File: src/rtl/gdg_pkg.sv
package gdg_pkg;

    localparam logic [15:0] ADDR_DIV  = 16'h1804;
    localparam logic [15:0] ADDR_DWR  = 16'h7F00;
    localparam logic [15:0] ADDR_CMD  = 16'h7F04;
    localparam logic [15:0] ADDR_CTRL = 16'h7F08;
    localparam logic [15:0] ADDR_DRD  = 16'h7F0C;

    localparam logic [3:0] STG_GATE = 4'h2;
    localparam logic [3:0] STG_DLY  = 4'h3;

    localparam logic [3:0] ACT_ONE  = 4'h1;
    localparam logic [3:0] ACT_RST  = 4'h3;
    localparam logic [3:0] ACT_CAL  = 4'h4;
    localparam logic [3:0] ACT_ALL  = 4'h5;

    typedef enum logic [1:0] {
        ST_NONE,
        ST_ONE,
        ST_ALL,
        ST_CLR_DLY
    } store_op_e;

    typedef enum logic [1:0] {
        S_IDLE,
        S_EXEC,
        S_CAL
    } seq_state_e;

    typedef struct packed {
        logic [3:0] stage;
        logic [3:0] act;
        logic [7:0] sel;
    } cmd_t;

    function automatic logic sel_in_range(input logic [7:0] sel, input int n_ch);
        return int'(sel) < n_ch;
    endfunction

endpackage

File: src/rtl/gdg_clkdiv.sv
module gdg_clkdiv #(
    parameter int DIV_W = 32
) (
    input  logic             clk,
    input  logic             rst,
    input  logic [DIV_W-1:0] div,
    input  logic             div_wr,
    output logic             tick
);

    logic [DIV_W-1:0] cnt_q;

    assign tick = (cnt_q == div);

    always_ff @(posedge clk) begin
        if (rst || div_wr) begin
            cnt_q <= '0;
        end else if (tick) begin
            cnt_q <= '0;
        end else begin
            cnt_q <= cnt_q + 1'b1;
        end
    end


    tick_gap_chk: assert property (@(posedge clk) disable iff (rst)
        (tick && (div != '0) && !div_wr) |=> !tick);

endmodule

File: src/rtl/gdg_store.sv
module gdg_store
    import gdg_pkg::*;
#(
    parameter int N_CH  = 32,
    parameter int VAL_W = 16,
    localparam int CH_W = $clog2(N_CH)
) (
    input  logic             clk,
    input  logic             rst,
    input  store_op_e        op,
    input  logic [CH_W-1:0]  wr_ch,
    input  logic [VAL_W-1:0] wr_gate,
    input  logic [VAL_W-1:0] wr_dly,
    input  logic [CH_W-1:0]  rd_ch,
    output logic [VAL_W-1:0] rd_gate,
    output logic [VAL_W-1:0] rd_dly
);

    logic [VAL_W-1:0] gate_arr [N_CH];
    logic [VAL_W-1:0] dly_arr  [N_CH];

    for (genvar i = 0; i < N_CH; i++) begin : g_ch
        logic [VAL_W-1:0] gate_q;
        logic [VAL_W-1:0] dly_q;
        logic             hit;

        assign hit = (op == ST_ALL) || ((op == ST_ONE) && (wr_ch == CH_W'(i)));

        always_ff @(posedge clk) begin
            if (rst) begin
                gate_q <= '0;
                dly_q  <= '0;
            end else if (hit) begin
                gate_q <= wr_gate;
                dly_q  <= wr_dly;
            end else if (op == ST_CLR_DLY) begin
                dly_q  <= '0;
            end
        end

        assign gate_arr[i] = gate_q;
        assign dly_arr[i]  = dly_q;


        gate_keep_chk: assert property (@(posedge clk) disable iff (rst)
            (op == ST_CLR_DLY) |=> $stable(gate_q));
    end

    assign rd_gate = gate_arr[rd_ch];
    assign rd_dly  = dly_arr[rd_ch];

endmodule

File: src/rtl/gdg_seq.sv
module gdg_seq
    import gdg_pkg::*;
#(
    parameter int N_CH       = 32,
    parameter int VAL_W      = 16,
    parameter int CAL_CYCLES = 16,
    localparam int CH_W      = $clog2(N_CH),
    localparam int CNT_W     = $clog2(CAL_CYCLES + 1)
) (
    input  logic             clk,
    input  logic             rst,
    input  logic             ctrl_wr,
    input  logic [1:0]       ctrl_bits,
    input  cmd_t             cmd,
    input  logic [31:0]      data_word,
    input  logic [VAL_W-1:0] rd_gate,
    input  logic [VAL_W-1:0] rd_dly,
    output logic             busy,
    output logic [1:0]       pend,
    output logic [31:0]      rd_result,
    output store_op_e        st_op,
    output logic [CH_W-1:0]  st_ch,
    output logic [VAL_W-1:0] st_gate,
    output logic [VAL_W-1:0] st_dly
);

    seq_state_e       state;
    cmd_t             op_cmd;
    logic [VAL_W-1:0] op_data;
    logic             op_wr;
    logic [VAL_W-1:0] gate_buf;
    logic [VAL_W-1:0] dly_buf;
    logic [VAL_W-1:0] gate_nxt;
    logic [VAL_W-1:0] dly_nxt;
    logic [CNT_W-1:0] cal_cnt;
    logic             accept;
    logic             ch_ok;
    logic             exec_wr;
    logic             exec_rd;

    assign accept  = ctrl_wr && (state == S_IDLE) && (ctrl_bits != 2'b00);
    assign ch_ok   = sel_in_range(op_cmd.sel, N_CH);
    assign exec_wr = (state == S_EXEC) && op_wr;
    assign exec_rd = (state == S_EXEC) && !op_wr;
    assign busy    = (state != S_IDLE);

    always_comb begin
        gate_nxt = gate_buf;
        dly_nxt  = dly_buf;
        st_op    = ST_NONE;
        if (exec_wr) begin
            if (op_cmd.stage == STG_GATE) gate_nxt = op_data;
            if (op_cmd.stage == STG_DLY)  dly_nxt  = op_data;
            case (op_cmd.act)
                ACT_ONE: st_op = ch_ok ? ST_ONE : ST_NONE;
                ACT_ALL: st_op = ST_ALL;
                ACT_RST: st_op = ST_CLR_DLY;
                default: st_op = ST_NONE;
            endcase
        end
    end

    assign st_ch   = op_cmd.sel[CH_W-1:0];
    assign st_gate = gate_nxt;
    assign st_dly  = dly_nxt;

    always_ff @(posedge clk) begin
        if (rst) begin
            state     <= S_IDLE;
            op_cmd    <= '0;
            op_data   <= '0;
            op_wr     <= 1'b0;
            pend      <= 2'b00;
            gate_buf  <= '0;
            dly_buf   <= '0;
            rd_result <= '0;
            cal_cnt   <= '0;
        end else begin
            pend <= 2'b00;
            case (state)
                S_IDLE: begin
                    if (accept) begin
                        state   <= S_EXEC;
                        op_cmd  <= cmd;
                        op_data <= data_word[VAL_W-1:0];
                        op_wr   <= ctrl_bits[0];
                        pend    <= ctrl_bits[0] ? 2'b01 : 2'b10;
                    end
                end
                S_EXEC: begin
                    gate_buf <= gate_nxt;
                    dly_buf  <= dly_nxt;
                    if (exec_rd) begin
                        if (op_cmd.stage == STG_GATE)
                            rd_result <= ch_ok ? 32'(rd_gate) : 32'd0;
                        else if (op_cmd.stage == STG_DLY)
                            rd_result <= ch_ok ? 32'(rd_dly) : 32'd0;
                    end
                    if (op_wr && (op_cmd.act == ACT_CAL)) begin
                        state   <= S_CAL;
                        cal_cnt <= CNT_W'(CAL_CYCLES - 1);
                    end else begin
                        state <= S_IDLE;
                    end
                end
                S_CAL: begin
                    if (cal_cnt == '0) state <= S_IDLE;
                    else               cal_cnt <= cal_cnt - 1'b1;
                end
                default: state <= S_IDLE;
            endcase
        end
    end


    reset_idle_chk: assert property (@(posedge clk)
        rst |=> (state == S_IDLE) && (rd_result == 32'd0) && (pend == 2'b00));


    pend_clear_chk: assert property (@(posedge clk) disable iff (rst)
        (pend != 2'b00) |=> (pend == 2'b00));


    cal_ignore_chk: assert property (@(posedge clk) disable iff (rst)
        ((state == S_CAL) && ctrl_wr) |=> (state != S_EXEC));


    wr_first_chk: assert property (@(posedge clk) disable iff (rst)
        (accept && (ctrl_bits == 2'b11)) |=> (op_wr && (pend == 2'b01)));


    rd_keeps_buf_chk: assert property (@(posedge clk) disable iff (rst)
        exec_rd |=> ($stable(gate_buf) && $stable(dly_buf)));

endmodule

File: src/rtl/gdg_regs.sv
module gdg_regs
    import gdg_pkg::*;
#(
    parameter int DIV_W = 32
) (
    input  logic             clk,
    input  logic             rst,
    input  logic [15:0]      bus_addr,
    input  logic             bus_wr,
    input  logic [31:0]      bus_wdata,
    output logic [31:0]      bus_rdata,
    input  logic             busy,
    input  logic [1:0]       pend,
    input  logic [31:0]      rd_result,
    output logic [DIV_W-1:0] div,
    output logic             div_wr,
    output logic [31:0]      data_word,
    output cmd_t             cmd,
    output logic             ctrl_wr,
    output logic [1:0]       ctrl_bits
);

    assign div_wr    = bus_wr && (bus_addr == ADDR_DIV);
    assign ctrl_wr   = bus_wr && (bus_addr == ADDR_CTRL);
    assign ctrl_bits = bus_wdata[1:0];

    always_ff @(posedge clk) begin
        if (rst) begin
            div       <= '0;
            data_word <= '0;
            cmd       <= '0;
        end else if (bus_wr) begin
            case (bus_addr)
                ADDR_DIV: div       <= bus_wdata[DIV_W-1:0];
                ADDR_DWR: data_word <= bus_wdata;
                ADDR_CMD: cmd       <= cmd_t'(bus_wdata[15:0]);
                default: ;
            endcase
        end
    end

    always_comb begin
        case (bus_addr)
            ADDR_DIV:  bus_rdata = 32'(div);
            ADDR_DWR:  bus_rdata = data_word;
            ADDR_CMD:  bus_rdata = {16'd0, cmd};
            ADDR_CTRL: bus_rdata = {busy, 29'd0, pend};
            ADDR_DRD:  bus_rdata = rd_result;
            default:   bus_rdata = 32'd0;
        endcase
    end

endmodule

File: src/rtl/gdg_cmd_ctrl.sv
module gdg_cmd_ctrl
    import gdg_pkg::*;
#(
    parameter int N_CH       = 32,
    parameter int VAL_W      = 16,
    parameter int CAL_CYCLES = 16,
    parameter int DIV_W      = 32,
    localparam int CH_W      = $clog2(N_CH)
) (
    input  logic        clk,
    input  logic        rst,
    input  logic [15:0] bus_addr,
    input  logic        bus_wr,
    input  logic [31:0] bus_wdata,
    output logic [31:0] bus_rdata,
    output logic        tclk_en
);

    logic [DIV_W-1:0] div;
    logic             div_wr;
    logic [31:0]      data_word;
    cmd_t             cmd;
    logic             ctrl_wr;
    logic [1:0]       ctrl_bits;
    logic             busy;
    logic [1:0]       pend;
    logic [31:0]      rd_result;
    store_op_e        st_op;
    logic [CH_W-1:0]  st_ch;
    logic [VAL_W-1:0] st_gate;
    logic [VAL_W-1:0] st_dly;
    logic [VAL_W-1:0] rd_gate;
    logic [VAL_W-1:0] rd_dly;

    gdg_regs #(.DIV_W(DIV_W)) u_regs (
        .clk       (clk),
        .rst       (rst),
        .bus_addr  (bus_addr),
        .bus_wr    (bus_wr),
        .bus_wdata (bus_wdata),
        .bus_rdata (bus_rdata),
        .busy      (busy),
        .pend      (pend),
        .rd_result (rd_result),
        .div       (div),
        .div_wr    (div_wr),
        .data_word (data_word),
        .cmd       (cmd),
        .ctrl_wr   (ctrl_wr),
        .ctrl_bits (ctrl_bits)
    );

    gdg_seq #(
        .N_CH       (N_CH),
        .VAL_W      (VAL_W),
        .CAL_CYCLES (CAL_CYCLES)
    ) u_seq (
        .clk       (clk),
        .rst       (rst),
        .ctrl_wr   (ctrl_wr),
        .ctrl_bits (ctrl_bits),
        .cmd       (cmd),
        .data_word (data_word),
        .rd_gate   (rd_gate),
        .rd_dly    (rd_dly),
        .busy      (busy),
        .pend      (pend),
        .rd_result (rd_result),
        .st_op     (st_op),
        .st_ch     (st_ch),
        .st_gate   (st_gate),
        .st_dly    (st_dly)
    );

    gdg_store #(.N_CH(N_CH), .VAL_W(VAL_W)) u_store (
        .clk     (clk),
        .rst     (rst),
        .op      (st_op),
        .wr_ch   (st_ch),
        .wr_gate (st_gate),
        .wr_dly  (st_dly),
        .rd_ch   (st_ch),
        .rd_gate (rd_gate),
        .rd_dly  (rd_dly)
    );

    gdg_clkdiv #(.DIV_W(DIV_W)) u_clkdiv (
        .clk    (clk),
        .rst    (rst),
        .div    (div),
        .div_wr (div_wr),
        .tick   (tclk_en)
    );

endmodule

File: config.mk
export PLATFORM = sky130hd
export DESIGN_NAME = gdg_cmd_ctrl
export DESIGN_NICKNAME = d
export VERILOG_FILES = /design/src/rtl/gdg_pkg.sv /design/src/rtl/gdg_clkdiv.sv /design/src/rtl/gdg_store.sv /design/src/rtl/gdg_seq.sv /design/src/rtl/gdg_regs.sv /design/src/rtl/gdg_cmd_ctrl.sv
export SDC_FILE = /design/constraint.sdc
export NUM_CORES = 2
export LEC_CHECK = 0
export BUFFER_PORTS_ARGS = -buffer_cell sky130_fd_sc_hd__buf_2
export CAP_MARGIN = 20
export CORE_MARGIN = 5
export CORE_UTILIZATION = 40
export DETAILED_ROUTE_END_ITERATION = 12
export PLACE_DENSITY = 0.61
export SLEW_MARGIN = 40
export SYNTH_ARGS = -nofsm -noshare
export SYNTH_HDL_FRONTEND = slang
export SYNTH_SLANG_ARGS = --single-unit
File: constraint.sdc
create_clock -name clk -period 3.1 [get_ports clk]
set_clock_uncertainty 0.1 [all_clocks]
set_input_delay 0 -clock clk [delete_from_list [all_inputs] [get_ports clk]]
set_output_delay 0 -clock clk [all_outputs]
set_load 0.05 [all_outputs]
; ---- Word-level counts from Yosys, hierarchy flattened
; Index checks and enable logic that the tools add are counted.
[word_totals]
register_bits = 1242
out_inout_bits = 33
inputBits = 51
wordCells = 320
[op_classes]
n_addsub = 2
n_reduce_logical = 121
order_cmp = 2
n_eq_ne = 52
mux = 59
n_bitwise = 3
[ops]
columns = cell, count
row1 = $mux W16, 43
row2 = $bmux W16 S5, 2
row3 = $pmux W32 S5, 1
row4 = $eq A5 B5 Y1 const B, 16
row5 = $reduce_bool A2 Y1, 36
row6 = $eq A16 B15 Y1 const B, 4
row7 = $mux W32, 2
row8 = $eq A5 B4 Y1 const B, 8
row9 = $logic_and A1 B1 Y1, 39
row10 = $logic_or A1 B1 Y1, 33
row11 = $add A32 B1 Y32 const B, 1
row12 = $eq A32 B32 Y1, 1
row13 = $eq A5 B3 Y1 const B, 4
row14 = $eq A16 B13 Y1 const B, 1
row15 = $eq A4 B2 Y1 const B, 3
row16 = $pmux W2 S3, 2
row17 = $eq A5 B2 Y1 const B, 2
row18 = $logic_not A5 Y1, 2
row19 = $mux W2, 5
row20 = $mux W5, 2
row21 = $pmux W5 S2, 1
row22 = $reduce_and A2 Y1, 5
row23 = $eq A4 B3 Y1 const B, 2
row24 = $lt A8 B6 Y1 const B, 1
row25 = other kinds (16), 23

; ---- Depth between registers and ports, before layout
[depth]
depth_word = 8
mapped_depth = 10
mapped_depth_nobuf = 8

; ---- Cells and area by module
; A second synthesis with hierarchy kept.
[hier_totals]
hier_cells = 6332
hier_area_um2 = 53647.7
[modules_own_cells]
columns = mod, cells_per_inst, area_each_um2, seq_area_each_um2, n_inst
row1 = gdg_store, 5263, 43669.4, 20499.7, 1
row2 = gdg_regs, 483, 4346.7, 1601.5, 1
row3 = gdg_seq, 388, 3818.7, 1801.7, 1
row4 = gdg_clkdiv, 198, 1813.0, 640.6, 1

; ---- Worst setup path after synthesis
; No wires, ideal clock.
[synth_path]
path_type = register -> register
startpoint = reg u_seq.state[1]
endpoint = reg u_store.g_ch[3].dly_q[10]
t_required_ns = 2.884
slack_ns = 0.520
arrival_ns = 2.363
n_path_buf = 3
stages_incl_launch_ff = 11
period_less_slack_ns = 2.580
setup_time_ns = 0.116
path_cell_list = dfxtp_1 > inv_1 > ha_1 > and4b_1 > and4_1 > buf_2 > clkbuf_1 > a31oi_1 > clkbuf_1 > nor3_1 > a31o_2
[synth_between]
elab_chain_cells = 7
word_cells_on_any_way = 11
classes_between = 4 x eq/ne / 3 x mux / 4 x reduce/logical
[synth_lines]
columns = item, line
row1 = from (decl), gdg_seq.sv:27  ; seq_state_e state;
row2 = from (signal assigned), gdg_seq.sv:69  ; state <= S_IDLE;
row3 = from (signal assigned), gdg_seq.sv:83  ; state <= S_EXEC;
row4 = from (signal assigned), gdg_seq.sv:100  ; state <= S_CAL;
row5 = $eq A2 B1 Y1 (*), gdg_seq.sv:43  ; assign exec_wr = (state == S_EXEC) && op_wr;
row6 = $logic_and A1 B1 Y1 (*), gdg_seq.sv:43
row7 = $mux W2, gdg_seq.sv:51  ; if (exec_wr) begin
row8 = $eq A2 B1 Y1, gdg_store.sv:27  ; assign hit = (op == ST_ALL) || ((op == ST_ONE) && (wr_ch == CH_W'(i)));
row9 = $logic_and A1 B1 Y1, gdg_store.sv:27
row10 = $logic_or A1 B1 Y1, gdg_store.sv:27
row11 = $mux W16 or $reduce_bool A2 Y1 (tied branches), --
row12 = to (signal assigned), gdg_store.sv:35  ; dly_q <= wr_dly;
row13 = to (decl), gdg_store.sv:24  ; logic [VAL_W-1:0] dly_q;
; Every way passes the cells marked *; elsewhere a longest branch is shown, timed or not.
; A chain may end at the register's enable or synchronous reset.

; ---- Final worst setup path
[layout_path]
startpoint = reg u_seq.op_cmd, in the netlist u_seq.st_ch[2]
endpoint = reg u_seq.rd_result[8]
[layout_between]
elab_chain_cells = 7
word_cells_on_any_way = 12
classes_between = 1 x order compare / 10 x mux / 1 x bitwise
[layout_lines]
columns = item, line
row1 = from (decl), gdg_seq.sv:28  ; cmd_t op_cmd;
row2 = from (signal assigned), gdg_seq.sv:84  ; op_cmd <= cmd;
row3 = $not A5 Y6 (not written as such), "gdg_store.sv:49, gdg_store.sv:50"
row4 = $bmux W16 S5, gdg_store.sv:50  ; assign rd_dly = dly_arr[rd_ch];
row5 = $mux W16 (not written as such) (2 in a row), gdg_store.sv:50
row6 = $mux W16, gdg_seq.sv:97  ; rd_result <= ch_ok ? 32'(rd_dly) : 32'd0;
row7 = $mux W32, gdg_seq.sv:96  ; else if (op_cmd.stage == STG_DLY)
row8 = $mux W32 (*), gdg_seq.sv:94  ; if (op_cmd.stage == STG_GATE)
row9 = to (signal assigned), gdg_seq.sv:95  ; rd_result <= ch_ok ? 32'(rd_gate) : 32'd0;
row10 = to (signal assigned), gdg_seq.sv:97
row11 = to (decl), gdg_seq.sv:20  ; output logic [31:0] rd_result,
; Every way passes the cells marked *; elsewhere a longest branch is shown, timed or not. The select of a mux whose other input is x is not followed.

==> flow_summary.json <==
{
  "synthFlopType": "dfxtp_1",
  "synthArstFlopShare_pct": 0,
  "antenna_found_initial": 6,
  "port-buffer-count": 83,
  "cts.clk_slew.worst_paths_ns": 0.06,
  "cp_max_fo": 30,
  "min-delay-path-class": "input port to flip-flop",
  "synth_edf_count": 0,
  "place_inst": 6587,
  "clock_path_buffers": 3,
  "io_pins": 84,
  "core_sq_mm": 0.1292,
  "grt_pass1_vias": 40920,
  "drt_iter0_drc": 4874,
  "p_comb_share_pct": 2.1,
  "dieHeight_um": 370.2,
  "dr.pass1.iters": 6,
  "ir_worst_vdd_mv": 0.5635,
  "grt_start_max_net_pins": 188,
  "final-max-slew-violation-count": 0,
  "clkLatencyLatePin_ns": 0.78,
  "synth_area_sq_mm": 0.05191,
  "fin_ws_ns": 0.1127,
  "power_frac_clock_pct": 48.8,
  "critPathArrivalTime_ns": 3.50,
  "fin_crit_ns": 2.987,
  "layoutNonFillerInstCount": 6935,
  "pwr-share-seq_pct": 49.1,
  "fin_nets": 5143,
  "synth_cell_types": 70,
  "synth_area_leaders": "dfxtp_1, a31o_2, mux4_2",
  "routabilityCongestion": 0.8746,
  "grt_overflow": 0,
  "drive_above_1_share_pct": 26.51,
  "synth_top_area_share_pct": 47.28,
  "wirelength_um": 184600,
  "dieArea_sq_mm": 0.1371,
  "swShare_pct": 22.25,
  "multi_input_area_sq_mm": 0.02552,
  "yosysTopAreaCell": "dfxtp_1",
  "synth_nets": 5066,
  "die_w_um": 370.2,
  "p_sw_mw": 7.139,
  "setup-tns-final_ns": 0,
  "ant_nets": 0,
  "cts_root_buffer": "clkbuf_16",
  "finalSetupViolations": 0,
  "cap_violations": 0,
  "area_growth_pct": 18.73,
  "fmax_ghz": 0.3348,
  "initial_core_util_pct": 40.19,
  "numCtsBuffers": 131,
  "cp-start-kind": "flip-flop",
  "avgSynthCellArea_sq_um": 10.36,
  "grt_usage_pct": 26.10,
  "yosys_warnings": 0,
  "holdWs_ns": 0.08022,
  "leakagePower_nw": 22.72,
  "cts_max_level": 4,
  "fin_area_sq_mm": 0.06163,
  "fin_crit_sh_pct": 96.36,
  "max_slew_margin_pct": 39.46,
  "rsz0062_at_grt": "false",
  "max_slew.worst_pin.slew_ns": 0.9082,
  "placed_area_sq_mm": 0.05622,
  "p_int_mw": 24.95,
  "setup.worst_path.end_class": "flip-flop",
  "avgRoutedWirePerCell_um": 26.61,
  "cts_tree": "yes",
  "post-route-util_pct": 47.72,
  "n_fill_cell": 11800,
  "syn_inst": 5009,
  "register_area_sq_mm": 0.02455,
  "seq_area_frac_synth_pct": 47.28,
  "cts_sinks": 1226,
  "drcViolationCount": 0,
  "cp.required_ns": 3.62,
  "critical_path_class": "flip-flop to flip-flop",
  "grt_pass1_wl_um": 273400,
  "drt-vias-per-instance": 6.198,
  "status": "completed",
  "via_count": 42980,
  "power.total_mw": 32.08,
  "yosys_register_bits": 1226,
  "post-place-ws_ns": -0.01300,
  "finalHoldViolCount": 0,
  "rows": 132,
  "dp_hpwl_um": 117700,
  "power_density_mw_per_mm2": 520.6
}
worst max-delay path: stages, from the launching register on:
cell       delay [ns]
dfxtp_2          0.71
buf_4            0.34
or3b_2           0.19
buf_12           0.27
buf_4            0.27
o22ai_1          0.08
a2111oi_0        0.72
o31ai_1          0.11
synthesized netlist by cell type, types with 16 or more instances:
cell and count:
buf_2 114, nand2_1 108, a21oi_1 73, nor4_1 40, nand4_1 22, o21ai_0 196
dfxtp_1 1226, buf_1 20, or2_2 19, nor2_1 156, nand3_1 198, mux2i_1 290
nor4b_1 17, buf_4 19, o221ai_1 17, o22ai_1 62, clkbuf_1 415, nor3_1 456
mux4_2 161, xor2_1 56, inv_1 17, a22o_1 330, a31o_2 483, a22oi_1 21
a21o_1 129, o31ai_1 26, nor3b_1 129, a31oi_1 26, a211o_1 16
worst paths after layout:
kind                                                 end                                    from  depth (start not counted)  slack (ns)
setup / recovery         u_seq.rd_result[8]$_SDFFE_PP0P_             u_seq.st_ch[2]$_SDFFE_PP0P_                          7        0.11
hold reg to reg   u_store.g_ch[3].gate_q[9]$_SDFFE_PP0P_  u_store.g_ch[3].gate_q[9]$_SDFFE_PP0P_                          2        0.37
setup reg to reg         u_seq.rd_result[8]$_SDFFE_PP0P_             u_seq.st_ch[2]$_SDFFE_PP0P_                          7        0.11
hold / removal                  u_seq.pend[1]$_SDFF_PP0_                            bus_addr[13]                          6        0.08
power groups by stage:
stage / Combinational (mW) / Clock (mW) / Sequential [mW]
after global routing: 0.697 / 16.5 / 15.7
after floorplan: 0.320 / 0 / 16.1
after detailed placement: 0.580 / 0 / 16.1
after CTS: 0.652 / 15.9 / 15.7
final: 0.674 / 15.7 / 15.8
after global placement: 0.575 / 0 / 16.1
cells in the final DEF (no fill, tap or decap), types with 11 or more instances in the layout:
cell type and instances:
o21ai_0 196, o22ai_1 62, inv_1 16, nand3_1 197, a211o_1 16, a222oi_1 14
and2_1 12, nand2_1 108, o211a_1 11, buf_4 250, clkbuf_1 33, nor4_1 37
dfxtp_1 1221, buf_2 82, nand4_1 22, buf_12 76, clkbuf_8 31, clkbuf_16 135
mux2i_1 290, nor3b_1 129, a22oi_1 21, or2_2 19, nor3_1 455, dlygate4sd3_1 96
xor2_1 56, a31o_2 483, nor4b_1 17, a31oi_4 25, o221ai_1 17, mux4_2 161
a22o_1 330, clkinv_1 16, clkinv_2 22, nor2_1 147, a21oi_1 64, a21o_1 129
o31ai_1 17
layout make-up:
| class | instances | area share (%) |
|---|---|---|
| well taps | 1742 | 3.537 |
| repair buffers | 515 | 8.050 |
| flip-flops and latches | 1226 | 39.84 |
| multi-input cells | 3178 | 41.40 |
| clock inverters | 39 | 0.5664 |
| diodes | 2 | 0.008121 |
| clock buffers | 199 | 6.375 |
| inverters | 34 | 0.2193 |
repair_timing:
item,CTS,global route
hold endpoints to repair,180,0
buffers inserted,0,11
setup endpoints to repair,2,12
gates resized for setup,2,5
hold buffers,96,0
metal layers:
layer  vias up  share of wire [%]  global-route usage (%)  wire [um]
met5         -              0.013                       0         24
li1      19250                  -                       -          -
met3       422                8.3                   4.989      15310
met4         4                4.1                   10.14       7511
met2      1912                 45                   41.57      83750
met1     21390                 42                   35.11      77970
sequential cells by signal, indices dropped and copies added (netlist names), 5 cells and up:
name	cells
u_store.g_ch.dly_q	512
u_store.g_ch.gate_q	512
u_clkdiv.cnt_q	32
u_regs.data_word	32
u_regs.div	32
u_regs.cmd	16
u_seq.dly_buf	16
u_seq.gate_buf	16
u_seq.op_data	16
u_seq.rd_result	16
u_seq.op_cmd	11
u_seq.cal_cnt	5
u_seq.st_ch	5
kinds of logic (layout without fill, tap and decap cells):
| group | Yosys count | in the layout | synth area share (%) |
|---|---|---|---|
| compound gates | 1445 | 1445 | 21.71 |
| other cells | 0 | 2 | 0 |
| flops | 1226 | 1226 | 47.28 |
| fa+ha+maj | 6 | 6 | 0.1446 |
| buf+inv | 605 | 787 | 4.831 |
| mux | 452 | 452 | 12.60 |
| simple gates | 1212 | 1212 | 12.37 |
| xor+xnor | 63 | 63 | 1.063 |
(Power assumes the default switching activity.)
